===== config.mk =====
export PLATFORM = sky130hd
export DESIGN_NAME = frag_lut_cell
export DESIGN_NICKNAME = d
export VERILOG_FILES = /design/src/rtl/frag_lut_pkg.sv /design/src/rtl/frag_cfg_chain.sv /design/src/rtl/frag_sub_lut.sv /design/src/rtl/frag_out_stage.sv /design/src/rtl/frag_lut_cell.sv
export SDC_FILE = /design/constraint.sdc
export NUM_CORES = 1
export LEC_CHECK = 0
export ABC_AREA = 1
export BUFFER_PORTS_ARGS = -buffer_cell sky130_fd_sc_hd__buf_2
export CORE_MARGIN = 1
export CORE_UTILIZATION = 55
export DETAILED_ROUTE_END_ITERATION = 16
export PLACE_DENSITY = 0.85
export SYNTH_ARGS = -nofsm -noshare
export SYNTH_HDL_FRONTEND = slang
export SYNTH_SLANG_ARGS = --single-unit

===== constraint.sdc =====
create_clock -name clk -period 2.15 [get_ports clk]
set_input_delay 0.3225 -clock clk [delete_from_list [all_inputs] [get_ports clk]]
set_output_delay 0.3225 -clock clk [all_outputs]
set_load 0.1 [all_outputs]

===== src/rtl/frag_lut_pkg.sv =====
// Package: shared constants and helpers for the fracturable lookup cell.
// Assumes the table budget is a power of two given by its log2.
package frag_lut_pkg;

    // Output mode encoding held in the last chain bit.
    typedef enum logic {
        OUT_COMB = 1'b0,
        OUT_REG  = 1'b1
    } out_mode_e;

    // True when the part count is one of the supported splits.
    function automatic bit parts_legal(input int parts);
        return (parts == 1) || (parts == 2) || (parts == 4) || (parts == 8);
    endfunction

endpackage


===== src/rtl/frag_cfg_chain.sv =====
// Module: serial configuration store.
// Shifts one bit per clock toward index 0 while shift_en is high, so the
// first bit sent ends at index 0 after LEN shifts. Synchronous active-low reset.
module frag_cfg_chain #(
    parameter int LEN = 33
) (
    input  logic           clk,
    input  logic           rst_n,
    input  logic           shift_en,
    input  logic           din,
    output logic [LEN-1:0] bits_q
);

    // Clear on reset, shift in at the top while enabled, otherwise hold.
    always_ff @(posedge clk) begin
        if (!rst_n) begin
            bits_q <= '0;
        end else if (shift_en) begin
            bits_q <= {din, bits_q[LEN-1:1]};
        end
    end

endmodule


===== src/rtl/frag_sub_lut.sv =====
// Module: one sub-table read port.
// Returns the table bit at the given address; address bit 0 is the LSB.
module frag_sub_lut #(
    parameter int ADDR_W = 3,
    localparam int DEPTH = 2 ** ADDR_W
) (
    input  logic [DEPTH-1:0]  table_bits,
    input  logic [ADDR_W-1:0] addr,
    output logic              y
);

    // Plain indexed read of the sub-table contents.
    always_comb begin
        y = table_bits[addr];
    end

endmodule


===== src/rtl/frag_out_stage.sv =====
// Module: select multiplexer and optional output flip-flop.
// Assumes sel carries at least log2(PARTS) meaningful bits when PARTS > 1.
// The flip-flop samples only while hold is low; reg_mode picks the output.
module frag_out_stage #(
    parameter int PARTS      = 4,
    parameter int SEL_PORT_W = 2
) (
    input  logic                  clk,
    input  logic                  rst_n,
    input  logic                  hold,
    input  logic                  reg_mode,
    input  logic [PARTS-1:0]      part_y,
    input  logic [SEL_PORT_W-1:0] sel,
    output logic                  dout
);

    logic picked;
    logic flop_q;

    // Multiplexer variant chosen by the part count.
    generate
        if (PARTS == 1) begin : g_single
            // One table: the select pins are not consulted.
            always_comb begin
                picked = part_y[0] | (1'b0 & (^sel));
            end
        end else begin : g_multi
            // Several tables: the select value indexes the part outputs.
            always_comb begin
                picked = part_y[sel];
            end
        end
    endgenerate

    // Output flip-flop: cleared by reset, loads only while configuration is idle.
    always_ff @(posedge clk) begin
        if (!rst_n) begin
            flop_q <= 1'b0;
        end else if (!hold) begin
            flop_q <= picked;
        end
    end

    // Output source according to the mode bit.
    always_comb begin
        dout = reg_mode ? flop_q : picked;
    end

endmodule


===== src/rtl/frag_lut_cell.sv =====
// Module: fracturable lookup table cell (top).
// Splits a fixed 2**BUDGET_LOG2 bit table into NUM_PARTS sub-tables with
// private address pins, picks one through sel_in, and optionally registers
// the result. Assumes NUM_PARTS is 1, 2, 4 or 8; other values are rejected.
module frag_lut_cell #(
    parameter int NUM_PARTS   = 4,
    parameter int BUDGET_LOG2 = 5,
    localparam int SEL_W      = $clog2(NUM_PARTS),
    localparam int SEL_PORT_W = (SEL_W > 0) ? SEL_W : 1,
    localparam int SUB_ADDR_W = BUDGET_LOG2 - SEL_W,
    localparam int DATA_W     = NUM_PARTS * SUB_ADDR_W
) (
    input  logic                  clk,
    input  logic                  rst_n,
    input  logic                  cfg_en,
    input  logic                  cfg_din,
    input  logic [DATA_W-1:0]     data_in,
    input  logic [SEL_PORT_W-1:0] sel_in,
    output logic                  dout
);

    localparam int SUB_DEPTH  = 2 ** SUB_ADDR_W;
    localparam int TABLE_BITS = 2 ** BUDGET_LOG2;
    localparam int CHAIN_LEN  = TABLE_BITS + 1;

    // Reject unsupported splits at elaboration.
    generate
        if (!frag_lut_pkg::parts_legal(NUM_PARTS)) begin : g_bad_parts
            $error("frag_lut_cell: NUM_PARTS must be 1, 2, 4 or 8");
        end
    endgenerate

    logic [CHAIN_LEN-1:0] chain_q;
    logic [NUM_PARTS-1:0] part_y;
    logic                 reg_mode;

    // Serial store of table bits plus the mode bit at the top.
    frag_cfg_chain #(
        .LEN (CHAIN_LEN)
    ) cfg_i (
        .clk      (clk),
        .rst_n    (rst_n),
        .shift_en (cfg_en),
        .din      (cfg_din),
        .bits_q   (chain_q)
    );

    // Decode the mode bit into the output-source control.
    always_comb begin
        reg_mode = (frag_lut_pkg::out_mode_e'(chain_q[TABLE_BITS]) == frag_lut_pkg::OUT_REG);
    end

    // One read port per sub-table, each on its own slice of table and pins.
    generate
        for (genvar j = 0; j < NUM_PARTS; j++) begin : g_part
            frag_sub_lut #(
                .ADDR_W (SUB_ADDR_W)
            ) sub_i (
                .table_bits (chain_q[j*SUB_DEPTH +: SUB_DEPTH]),
                .addr       (data_in[j*SUB_ADDR_W +: SUB_ADDR_W]),
                .y          (part_y[j])
            );
        end
    endgenerate

    // Part select and optional register.
    frag_out_stage #(
        .PARTS      (NUM_PARTS),
        .SEL_PORT_W (SEL_PORT_W)
    ) out_i (
        .clk      (clk),
        .rst_n    (rst_n),
        .hold     (cfg_en),
        .reg_mode (reg_mode),
        .part_y   (part_y),
        .sel      (sel_in),
        .dout     (dout)
    );

endmodule


==> impl_metrics.ini, run 1 <==
[logic_synthesis]
synth-seq-cells = 34
synth_cell_types = 18
yosysWarningCount = 0
yosysTopAreaCellShare_pct = 44.6
synth_area_leaders = dfxtp_1, nand2_1, o21ai_0
netlist_instances = 219
synth.largest_area_cell = dfxtp_1
netlist_area_mm2 = 0.00153
ys_seq_area_share_pct = 44.6
syn-mean-instance-area_um2 = 6.96
synth_nets = 237

[worst_setup_path]
critPathCaptureType = output pin
cp_slowest_stage_delay_ps = 370
worstPathRequired_ps = 1830
crit_slowest_cell = dfxtp_1
crit_buf_inv = 1
cp.arrival_ps = 1580
crit_path_frequent_cell = nand2_1
critPathTopFamily = simple AND/OR/NAND/NOR gates
crit_chain = nand2_1 > nand3_1 > nand3b_1 > nand2_1 > nand2_1 > nand3_2 > nand2_2 > o21ai_2 > buf_12
crit_type = reg -> out
cp-start-kind = flop
critPathMaxFanout = 3

[min_path]
hold_path_class = in -> reg

[sta]
period_share_pct = 88.6
fin_crit_ps = 1900
setup_tns_ps = 0
worst-slew-pin-transition_ps = 469
relSlewSlack_pct = 68.7
finalHoldViolCount = 0
setup_viol = 0
skew_ps = 8.78
hold_slack_ps = 213
max_freq_ghz = 0.525
rsz0062_at_grt = false
slew_viol_final = 0

[placed_design]
place_congestion = 0.779
port_buffers = 18
dp.cells = 257
hpwl_mm = 2.06

[route]
wirelength_mm = 2.92
first_iter_violations = 24
drc_errors = 0
ant_nets = 0
drtPass1Iterations = 4
wl_per_cell_um = 11.0
via_count = 1377
via_per_inst = 5.20

[status]
status = completed

[global_routing]
grtUsageTotal_pct = 23.2
grt_max_degree = 35
grt_pass1_vias = 1176
grt_pass1_wl_mm = 4.83
gr-total-overflow = 0
antenna_found_initial = 0

[clock_tree]
cts_made_buffers = 5
cts.path.max_buffers = 2
cts_hold_buf = 0
ctsResizeCount = 0
cts_root_buf = clkbuf_4
clk_pin_slew_worst_paths_ps = 100
clk_latency_ps = 330
clock_sinks = 34
cts_setup_buffers = 0
cts_tree = done
cts_max_level = 2

[finish]
fin_nets = 252
nFillCells = 236
final_cells = 265
seq_area_um2 = 681
drive_above_1_share_pct = 14.9
area_delta_synth_final_pct = 10.4
layout_common_cells = nand2_1, dfxtp_1, inv_1, o21ai_0
n_antenna_cell = 0
fin_util_pct = 66.2
multi_input_comb_area_um2 = 684

[floorplanning]
start_util_pct = 59.9
die_h_um = 54.7
dieArea_mm2 = 0.00299
rows = 18
die_width_um = 54.7
io_pins = 19
coreArea_mm2 = 0.00254

[pwr]
seqPwrFrac_pct = 55.1
pwr-share-comb_pct = 16.0
p_leak_nw = 0.760
switching_power_mw = 0.353
p_sw_share_pct = 28.1
powerDensity_mw_per_mm2 = 746
intPower_mw = 0.903
p_clk_share_pct = 28.9
p_total_mw = 1.26
ir_drop_mv = 0.580

[flow_run]
cap_violations = 0
[worst register-to-register path, delay by kind of cell (launching register included)]
family	cells	cell delay, ps
buffers and inverters	1	80
DFF	1	310
and+or+nand+nor	6	500
AOI/OAI and AO/OA	1	50
[power by group through the flow]
| stage | logic [mW] | clock network (mW) | registers [mW] |
|---|---|---|---|
| after floorplan | 0.146 | 0 | 0.701 |
| after global placement | 0.196 | 0 | 0.706 |
| after detailed placement | 0.201 | 0 | 0.707 |
| after CTS | 0.202 | 0.372 | 0.692 |
| after global routing | 0.228 | 0.407 | 0.698 |
| final | 0.201 | 0.363 | 0.692 |
[kinds of logic after synthesis]
| family | count (synthesis) | synth area share [%] |
|---|---|---|
| AND/OR/NAND/NOR | 83 | 23.9 |
| AO/OA/AOI/OAI | 62 | 21.0 |
| buffers and inverters | 40 | 10.5 |
| flip-flops | 34 | 44.6 |
[stage by stage]
stage          instance area (µm²)  worst slack (ps)
6_report                      1680               246
5_1_grt                       1680              86.1
4_1_cts                       1680               222
3_5_place_dp                  1620               438
3_3_place_gp                  1620               453
2_1_floorplan                 1530               147
[sequential cells by signal, summed over array words and instances, names as in the netlist]
| signal | cells |
|---|---|
| cfg_i.bits_q | 33 |
| out_i.flop_q | 1 |
[layout make-up]
class                           instances  area share [%]
Inverter                               29            6.46
Tap cell                               30            2.23
Multi-Input combinational cell        145            40.6
Timing Repair Buffer                   19            6.69
Clock inverter                          1           0.297
Sequential cell                        34            40.4
Clock buffer                            7            3.27
[worst paths after layout]
| kind | startpoint | end | slack (ps) | depth (start not counted) |
|---|---|---|---|---|
| max | cfg_i.bits_q[1] | dout | 250 | 9 |
| min | cfg_din | cfg_i.bits_q[32] | 210 | 3 |
| max reg2reg | cfg_i.bits_q[19] | out_i.flop_q | 1110 | 8 |
| min reg2reg | cfg_i.bits_q[13] | cfg_i.bits_q[12] | 480 | 2 |
[layer usage]
metal	track usage (%)	wire length [µm]	vias up
met2	37.8	1360	21
met5	0	0	-
met1	27.0	1410	606
li1	-	-	743
met4	13.2	59	0
met3	6.39	89	7
[synthesized netlist by cell type, drive strengths merged]
library cell / number
nand3b: 4
clkbuf: 5
o21ai: 36
buf: 6
nand2: 35
dfxtp: 34
o211ai: 1
inv: 29
nor2: 24
a21oi: 25
nand3: 20
No activity file was read; power rests on OpenSTA's default activity.
==> run 2, diff against run 1 <==
Clock period 2.15 ns to 1.8 ns, I/O delays scaled along.
==> impl_metrics.ini, run 2 (synthesis gave the netlist of run 1 again) <==
[clock_tree]
cts_tree = done
cts_made_buffers = 5
clk_pin_slew_worst_paths_ps = 100
clk_latency_ps = 340
cts_hold_buf = 0
cts_root_buf = clkbuf_4
cts.path.max_buffers = 2
cts_max_level = 2
clock_sinks = 34

[min_path]
hold_depth = 3
hold_start = cfg_din
min_to = cfg_i.bits_q[32]
hold_path_class = in -> reg

[finish]
n_antenna_cell = 0
top_register = cfg_i.bits_q
area_delta_synth_final_pct = 16.7
layout_common_cells = nand2_1, nor2_1, a21oi_1, o21ai_0, inv_1
final_common_cell = nand2_1
reg.largest.list = cfg_i.bits_q (33), out_i.flop_q (1)
drive_above_1_share_pct = 27.9
fin_nets = 257
largest_reg_flops = 33
fin_util_pct = 70.0

[sta]
slew_viol_final = 0
rsz0062_at_grt = true
worst-slew-pin-transition_ps = 493
period_share_pct = 99.7
finalHoldViolCount = 0
relSlewSlack_pct = 67.2
setup_ws_ps = 4.58
fin_crit_ps = 1800
max_freq_ghz = 0.557
skew_ps = 9.38
setup_viol = 0

[worst_setup_path]
crit_buf_inv = 2
crit_type = reg -> out
critPathMaxFanout = 3
crit_slowest_cell = dfxtp_1
reg2reg_to = out_i.flop_q
critPathCaptureType = output pin
reg2reg_from = cfg_i.bits_q[31]
cp.arrival_ps = 1530
worstPathRequired_ps = 1530
cp.depth = 9
cp-start-kind = flop
critPathTopFamily = simple AND/OR/NAND/NOR gates
cp_slowest_stage_delay_ps = 320
reg2reg_setup_slack_ps = 660
crit_chain = inv_1 > nand2_1 > nand3_1 > nand3_1 > nand3_2 > nand3_2 > nand2_2 > o21ai_4 > buf_12
r2r_cells = 9

[route]
first_iter_violations = 22
via_count = 1403
wl_per_cell_um = 11.2
drtPass1Iterations = 4
via_per_inst = 5.20
wirelength_mm = 3.02
drc_errors = 0
ant_nets = 0

[placed_design]
port_buffers = 18
pre_cts_slack_ps = 235
place_congestion = 0.756
hpwl_mm = 2.07

[global_routing]
grt_pass1_vias = 1186
grtUsageTotal_pct = 23.5
antenna_found_initial = 0
grt_max_degree = 35
grt_pass1_wl_mm = 4.89
gr-total-overflow = 0

[pwr]
ir_drop_mv = 0.598
powerDensity_mw_per_mm2 = 855
p_leak_nw = 0.803
p_total_mw = 1.52

[floorplanning]
rows = 18
die_h_um = 54.7
coreArea_mm2 = 0.00254
dieArea_mm2 = 0.00299
start_util_pct = 59.9
io_pins = 19
die_width_um = 54.7

[status]
status = completed

[flow_run]
cap_violations = 0
==> run 2: tightest hold or removal path, delay by kind of cell <==
family	cells	cell delay, ps
and+or+nand+nor	2	140
buffers and inverters	1	80
==> run 2: layout make-up <==
type,count,area (µm²)
clock buffers,7,55.1
clock inverters,1,5.00
fillers,211,764
inverters,29,109
multi-input cells,145,721
flip-flops and latches,34,703
well taps,30,37.5
repair buffers,24,150
==> run 2: worst max path at each step <==
| stage | slack [ps] | from | to |
|---|---|---|---|
| after floorplan | 160 | data_in[6] | dout |
| after detailed placement | 230 | data_in[9] | dout |
| after global placement | 240 | data_in[0] | dout |
| after global routing | -90 | cfg_i.bits_q[16] | dout |
| final | 5 | cfg_i.bits_q[31] | dout |
| after CTS | -40 | cfg_i.bits_q[20] | dout |
==> run 2: report_power, final <==
part / leakage (nW) / internal (mW) / switching (mW)
logic: 0.480 / 0.103 / 0.161
clock network: 0.0353 / 0.189 / 0.237
registers: 0.287 / 0.806 / 0.0266
total: 0.803 / 1.10 / 0.425
==> run 2: repair_timing <==
action | CTS | global route
resized for setup | 13 | 15
pin swaps | 6 | 10
setup endpoints to repair | 1 | 1
buffers inserted | 3 | 1
==> run 2: per-layer routing <==
| metal | vias to the layer above | track usage, % | part of all wire [%] |
|---|---|---|---|
| met5 | - | 0 | 0 |
| met4 | 0 | 14.1 | 2.3 |
| li1 | 759 | - | - |
| met1 | 616 | 28.2 | 47 |
| met3 | 8 | 6.39 | 3.3 |
| met2 | 20 | 37.1 | 47 |
==> run 2: stage by stage <==
step | cell area, µm² | cells | hold WS, ps | TNS (ps)
after detailed placement | 1640 | 258 | 471 | 0
final | 1780 | 270 | 188 | 0
after global placement | 1640 | 258 | 465 | 0
after floorplan | 1530 | 219 | 405 | 0
after CTS | 1740 | 269 | 189 | -37.3
after global routing | 1780 | 270 | 215 | -90.4
